### src/rtl/card_sel_pkg.sv
package card_sel_pkg;

    typedef enum logic [2:0] {
        CLS_RESET,
        CLS_OPCOND,
        CLS_IDENT,
        CLS_SETADDR,
        CLS_SELECT,
        CLS_ADDRD,
        CLS_XFER
    } cmd_cls_e;

    localparam int unsigned IDX_W     = 6;
    localparam int unsigned NUM_ADDRD = 4;

    localparam logic [IDX_W-1:0] IDX_GO_IDLE  = 6'd0;
    localparam logic [IDX_W-1:0] IDX_OP_COND  = 6'd1;
    localparam logic [IDX_W-1:0] IDX_ALL_ID   = 6'd2;
    localparam logic [IDX_W-1:0] IDX_SET_ADDR = 6'd3;
    localparam logic [IDX_W-1:0] IDX_SEL_DSEL = 6'd7;

    // Commands that name a card by address without needing it selected.
    localparam logic [NUM_ADDRD*IDX_W-1:0] ADDRD_LIST =
        {6'd15, 6'd13, 6'd10, 6'd9};

endpackage

### src/rtl/cmd_classify.sv
module cmd_classify
    import card_sel_pkg::*;
#(
    parameter int unsigned N_ADDRD = NUM_ADDRD,
    parameter logic [N_ADDRD*IDX_W-1:0] ADDRD_IDX = ADDRD_LIST
) (
    input  logic [IDX_W-1:0] cmd_idx,
    output cmd_cls_e         cls
);
    logic [N_ADDRD-1:0] addrd_hit;

    for (genvar g = 0; g < N_ADDRD; g++) begin : g_addrd
        assign addrd_hit[g] = (cmd_idx == ADDRD_IDX[g*IDX_W +: IDX_W]);
    end

    always_comb begin
        if (cmd_idx == IDX_GO_IDLE)       cls = CLS_RESET;
        else if (cmd_idx == IDX_OP_COND)  cls = CLS_OPCOND;
        else if (cmd_idx == IDX_ALL_ID)   cls = CLS_IDENT;
        else if (cmd_idx == IDX_SET_ADDR) cls = CLS_SETADDR;
        else if (cmd_idx == IDX_SEL_DSEL) cls = CLS_SELECT;
        else if (|addrd_hit)              cls = CLS_ADDRD;
        else                              cls = CLS_XFER;
    end
endmodule

### src/rtl/mode_latch.sv
module mode_latch
    import card_sel_pkg::*;
(
    input  logic     clk,
    input  logic     rst_n,
    input  logic     cmd_valid,
    input  cmd_cls_e cls,
    input  logic     cs_n,
    output logic     spi_mode
);
    typedef struct packed {
        logic spi;
    } mode_st_t;

    mode_st_t st_d, st_q;

    always_comb begin
        st_d = st_q;
        if (cmd_valid && cls == CLS_RESET && !cs_n) begin
            st_d.spi = 1'b1;
        end
    end

    always_ff @(posedge clk or negedge rst_n) begin
        if (!rst_n) st_q <= '0;
        else        st_q <= st_d;
    end

    assign spi_mode = st_q.spi;
endmodule

### src/rtl/rca_reg.sv
module rca_reg
    import card_sel_pkg::*;
#(
    parameter int unsigned     ADDR_W   = 16,
    parameter logic [ADDR_W-1:0] RST_ADDR = 16'h0001
) (
    input  logic              clk,
    input  logic              rst_n,
    input  logic              cmd_valid,
    input  cmd_cls_e          cls,
    input  logic [ADDR_W-1:0] arg_addr,
    input  logic              spi_mode,
    input  logic              selected,
    output logic [ADDR_W-1:0] rca
);
    typedef struct packed {
        logic [ADDR_W-1:0] addr;
    } rca_st_t;

    rca_st_t st_d, st_q;

    always_comb begin
        st_d = st_q;
        if (cmd_valid && !spi_mode && cls == CLS_SETADDR &&
            !selected && arg_addr != '0) begin
            st_d.addr = arg_addr;
        end
    end

    always_ff @(posedge clk or negedge rst_n) begin
        if (!rst_n) st_q <= '{addr: RST_ADDR};
        else        st_q <= st_d;
    end

    assign rca = st_q.addr;
endmodule

### src/rtl/sel_ctrl.sv
module sel_ctrl
    import card_sel_pkg::*;
#(
    parameter int unsigned ADDR_W = 16
) (
    input  logic              clk,
    input  logic              rst_n,
    input  logic              cmd_valid,
    input  cmd_cls_e          cls,
    input  logic [ADDR_W-1:0] arg_addr,
    input  logic [ADDR_W-1:0] rca,
    input  logic              spi_mode,
    input  logic              cs_n,
    input  logic              prog_active,
    output logic              selected,
    output logic              accept
);
    typedef struct packed {
        logic sel;
        logic acc;
    } sel_st_t;

    sel_st_t st_d, st_q;
    logic    addr_match;

    assign addr_match = (arg_addr == rca);

    always_comb begin
        st_d     = st_q;
        st_d.acc = 1'b0;
        if (spi_mode) begin
            st_d.sel = !cs_n || (st_q.sel && prog_active);
            if (cmd_valid && !cs_n) begin
                case (cls)
                    CLS_IDENT, CLS_SETADDR, CLS_SELECT: st_d.acc = 1'b0;
                    default:                            st_d.acc = 1'b1;
                endcase
            end
        end else if (cmd_valid) begin
            case (cls)
                CLS_RESET: begin
                    st_d.acc = 1'b1;
                    st_d.sel = 1'b0;
                end
                CLS_OPCOND, CLS_IDENT: st_d.acc = 1'b1;
                CLS_SETADDR: st_d.acc = !st_q.sel && arg_addr != '0;
                CLS_SELECT: begin
                    st_d.acc = addr_match;
                    st_d.sel = addr_match;
                end
                CLS_ADDRD: st_d.acc = addr_match;
                default:   st_d.acc = st_q.sel;
            endcase
        end
    end

    always_ff @(posedge clk or negedge rst_n) begin
        if (!rst_n) st_q <= '0;
        else        st_q <= st_d;
    end

    assign selected = st_q.sel;
    assign accept   = st_q.acc;
endmodule

### src/rtl/card_mode_addr_sel.sv
module card_mode_addr_sel
    import card_sel_pkg::*;
#(
    parameter int unsigned       ARG_W    = 32,
    parameter int unsigned       ADDR_W   = 16,
    parameter logic [ADDR_W-1:0] RST_ADDR = 16'h0001
) (
    input  logic              clk,
    input  logic              rst_n,
    input  logic              cmd_valid,
    input  logic [IDX_W-1:0]  cmd_idx,
    input  logic [ARG_W-1:0]  cmd_arg,
    input  logic              cs_n,
    input  logic              prog_active,
    output logic              spi_mode,
    output logic [ADDR_W-1:0] card_rca,
    output logic              card_selected,
    output logic              cmd_accept
);
    localparam int unsigned LOW_W = ARG_W - ADDR_W;

    cmd_cls_e          cls;
    logic [ADDR_W-1:0] arg_addr;
    logic              unused_arg_low;

    assign arg_addr       = cmd_arg[ARG_W-1 -: ADDR_W];
    assign unused_arg_low = ^cmd_arg[LOW_W-1:0];

    cmd_classify u_cls (
        .cmd_idx (cmd_idx),
        .cls     (cls)
    );

    mode_latch u_mode (
        .clk       (clk),
        .rst_n     (rst_n),
        .cmd_valid (cmd_valid),
        .cls       (cls),
        .cs_n      (cs_n),
        .spi_mode  (spi_mode)
    );

    rca_reg #(.ADDR_W(ADDR_W), .RST_ADDR(RST_ADDR)) u_rca (
        .clk       (clk),
        .rst_n     (rst_n),
        .cmd_valid (cmd_valid),
        .cls       (cls),
        .arg_addr  (arg_addr),
        .spi_mode  (spi_mode),
        .selected  (card_selected),
        .rca       (card_rca)
    );

    sel_ctrl #(.ADDR_W(ADDR_W)) u_sel (
        .clk         (clk),
        .rst_n       (rst_n),
        .cmd_valid   (cmd_valid),
        .cls         (cls),
        .arg_addr    (arg_addr),
        .rca         (card_rca),
        .spi_mode    (spi_mode),
        .cs_n        (cs_n),
        .prog_active (prog_active),
        .selected    (card_selected),
        .accept      (cmd_accept)
    );
endmodule

### config.mk
export PLATFORM = sky130hd
export DESIGN_NAME = card_mode_addr_sel
export DESIGN_NICKNAME = d
export VERILOG_FILES = /design/src/rtl/card_sel_pkg.sv /design/src/rtl/cmd_classify.sv /design/src/rtl/mode_latch.sv /design/src/rtl/rca_reg.sv /design/src/rtl/sel_ctrl.sv /design/src/rtl/card_mode_addr_sel.sv
export SDC_FILE = /design/constraint.sdc
export NUM_CORES = 1
export LEC_CHECK = 0
export ABC_AREA = 1
export BUFFER_PORTS_ARGS = -buffer_cell sky130_fd_sc_hd__buf_2
export CAP_MARGIN = 25
export CORE_ASPECT_RATIO = 0.8
export CORE_UTILIZATION = 43
export CTS_BUF_LIST = sky130_fd_sc_hd__clkbuf_8
export CTS_CLUSTER_DIAMETER = 50
export DETAILED_ROUTE_END_ITERATION = 7
export HOLD_SLACK_MARGIN = 0.15
export PLACE_DENSITY = 0.86
export REMOVE_ABC_BUFFERS = 1
export SYNTH_ARGS = -nofsm -noshare
export SYNTH_HDL_FRONTEND = slang
export SYNTH_SLANG_ARGS = --single-unit
### constraint.sdc
create_clock -name clk -period 1.26 [get_ports clk]
set_input_delay 0.126 -clock clk [delete_from_list [all_inputs] [get_ports clk]]
set_output_delay 0.126 -clock clk [all_outputs]
set_load 0.01 [all_outputs]
==> flow_summary_export.csv <==
group,metric,value,unit
run_status,status,"complete, but fails checks",
worst_setup_path,path_common_cell,"nand2_1",
worst_setup_path,reg2reg_depth,12,
timing,min_period_over_period,1.042,
placement,io_buffers,45,
final_layout,largest_reg_flops,16,
yosys,async_flop_share,1.000,
grt,antenna_found_initial,0,
cts,cts_max_path_buffers,2,
timing,holdWs,0.2060,ns
final_layout,nets,320,
cts,cts_made_buffers,3,
yosys,syn-instance-count,197,
worst_setup_path,crit-reg2reg-launch,"u_rca.rca[0]",
detailed_routing,route.detailed.drc,0,
placement,post-dp-hpwl,2266,um
yosys,yosysMostFrequentCell,"nand2_1",
detailed_routing,wl,3382,um
final_layout,final_area,0.001999,sq mm
worst_setup_path,r2r_end,"u_sel.accept",
final_layout,seq_area,476.7,sq um
timing,fmax,762.0,MHz
worst_setup_path,critical_path.cell_chain,"inv_2 -> nand2_2 -> nand2_1 -> nor2_1 -> nand2_1 -> nor2_1 -> nand2_1 -> nand2_1 -> nand2_1 -> nand2_1 -> nand2_1 -> nand2_1",
floorplanning,start_util,0.4648,
detailed_routing,dr_total_vias,1460,
timing,slew_violations,0,
power,p_leak,1.102,nW
power,powerDensity,635.1,mW/mm^2
yosys,ys_warn_count,0,
yosys,syn_area,0.001315,sq mm
floorplanning,rows,17,
grt,grt_pass1_wl,5388,um
floorplanning,die_area,0.003285,sq mm
timing,finalClockSkew,0.005855,ns
worst_setup_path,critPathMaxFanout,3,
worst_setup_path,critPathRequiredTime,1.46,ns
cts,cts_root_buffer,"clkbuf_8",
yosys,syn_avg_cell_area,6.675,sq um
cts,clkTransAtPathRegs,0.08,ns
placement,place_congestion,0.7995,
timing,worst_slew_pin_slew,0.4562,ns
grt,grt_max_degree,20,
detailed_routing,dr.pass1.iters,4,
floorplanning,ios,62,
final_layout,final_cells,314,
grt,track_usage,0.2118,
detailed_routing,viasPerCell,4.650,
worst_hold_path,min_path_cells,3,
worst_hold_path,min_from,"cmd_valid",
final_layout,fill_cells,241,
yosys,synth_top_area_frac,0.3425,
detailed_routing,postRouteAntennaNets,0,
detailed_routing,drt-initial-drc-count,44,
worst_setup_path,max_stage_delay,0.56,ns
timing,rsz0062_at_grt,"true",
yosys,synth_top_area_cell,"dfrtp_1",
yosys,ys_ff_latch,19,
cts,cts_tree,"done",
run_status,violations,"negative setup slack",
cts,clk_latency,0.26,ns
worst_setup_path,critPathArrivalTime,1.52,ns
timing,fin_crit,1.312,ns
grt,grt_overflow,0,
cts,ctsHtreeMaxLevel,1,
timing,slew_headroom,0.6959,
placement,placed_area,0.001635,sq mm
floorplanning,die_x,63.83,um
yosys,synth_edf_count,0,
worst_hold_path,holdPathEnd,"u_mode.spi_mode",
floorplanning,core,0.002829,sq mm
worst_setup_path,rrSetupSlack,-0.05,ns
yosys,yosysUniqueCellTypes,23,
floorplanning,fp.dieH,51.46,um
worst_hold_path,hold_path_class,"in -> reg",
cts,cts_sinks,19,
yosys,ys_seq_area_frac,0.3625,
final_layout,final_layout_size_suffix_gt1_frac,0.3732,
final_layout,antennaDiodeCount,0,
yosys,ys_top_cells_by_area,"dfrtp_1 (34%), nand2_1 (24%), inv_1 (11%), o21ai_2 (9.3%), nor2_1 (4.6%)",
final_layout,area_delta_synth_final,52.05,%
yosys,synthTopCellsByCount,"nand2_1 (83), inv_1 (38), dfrtp_1 (18)",
detailed_routing,wl_per_cell,10.77,um
worst_setup_path,worstSetupEndpointType,"flop",
final_layout,multiInputGateArea,720.7,sq um
timing,hold_viol,0,
worst_setup_path,crit_slowest_cell,"dfstp_2",
timing,setup_violations,5,
worst_setup_path,start_kind,"flop",
run,drv_cap,0,
power,ir_drop,0.6549,mV
timing,layout_setup_ws,-0.05239,ns
yosys,synth_flop_cell,"dfrtp_1",
placement,place_inst,285,
worst_setup_path,path_class,"reg -> reg",
final_layout,final_core_util,0.7068,
grt,grt_pass1_vias,1321,
power breakdown:
group | total, W | internal (W) | switching [W] | leakage, nW
sequential | 0.000615 | 0.000613 | 0.00000189 | 0.174
combinational | 0.000215 | 0.000101 | 0.000114 | 0.902
clock | 0.000440 | 0.000220 | 0.000220 | 0.0255
total | 0.00127 | 0.000934 | 0.000335 | 1.10
per-stage QoR:
stage / setup TNS, ns / setup slack (ns) / total power, W
finish: -0.1633 / -0.05239 / 0.001270
CTS: -0.1003 / -0.07262 / 0.001270
global placement: -0.05368 / -0.05368 / 0.0007845
detailed placement: -0.1116 / -0.08032 / 0.0007876
global route: -0.9469 / -0.2030 / 0.001330
floorplan: -1.610 / -0.1058 / 0.0006983
cell families after synthesis:
group,after synthesis,synth area share
and+or+nand+nor,114,0.3625
DFF,19,0.3625
buffers and inverters,42,0.1399
AOI/OAI and AO/OA,22,0.1351
cell usage in the layout (no fill, tap or decap), drive strengths merged:
cell         instances
or2                  1
nand4                6
and2                 1
inv                 39
o31ai                1
o21ai               17
dfstp                1
nor2                18
o2111ai              1
clkinv               1
nor3                 1
clkbuf               4
nand2               83
buf                 59
o21bai               1
o211ai               1
dfrtp               18
o221ai               1
dlygate4sd3         18
nand3                4
critical path, delay by kind of cell (launching register included):
family	cells	cell delay (ns)
buffers and inverters	1	0.04
DFF	1	0.56
and+or+nand+nor	11	0.66
how the worst max path moves through the flow:
stage	from	endpoint	slack, ns	depth (start not counted)
2_1_floorplan	u_mode.spi_mode	u_rca.rca[1]	-0.11	5
3_3_place_gp	u_rca.rca[0]	u_sel.accept	-0.05	12
3_5_place_dp	u_rca.rca[0]	u_sel.accept	-0.08	12
4_1_cts	u_rca.rca[0]	u_sel.accept	-0.07	12
5_1_grt	u_rca.rca[0]	u_sel.accept	-0.20	12
6_report	u_rca.rca[0]	u_sel.accept	-0.05	12
what timing repair did:
item,CTS,global route
gates resized for setup,7,25
pin swaps,4,2
setup endpoints to repair,14,17
cloned,1,1
endpoints found under the hold margin,37,0
hold buffers,18,0
setup buffers,6,2
layout make-up:
type                       instances  area share
multi-input combinational        136      0.3605
clock buffer                       3     0.02065
inverter                          39     0.07322
clock inverter                     1    0.002503
tap                               38     0.02378
timing repair buffer              78      0.2810
sequential                        19      0.2384
per-layer routing:
metal  wire, um  GRT usage  up-vias  part of all wire
li1           -          -      758                 -
met1       1461     0.2493      657              0.43
met2       1719     0.3936       39              0.51
met3        179    0.05580        6             0.053
met4         23    0.03030        0            0.0068
met5          0          0        -                 0
No activity file was read; power rests on OpenSTA's default activity.
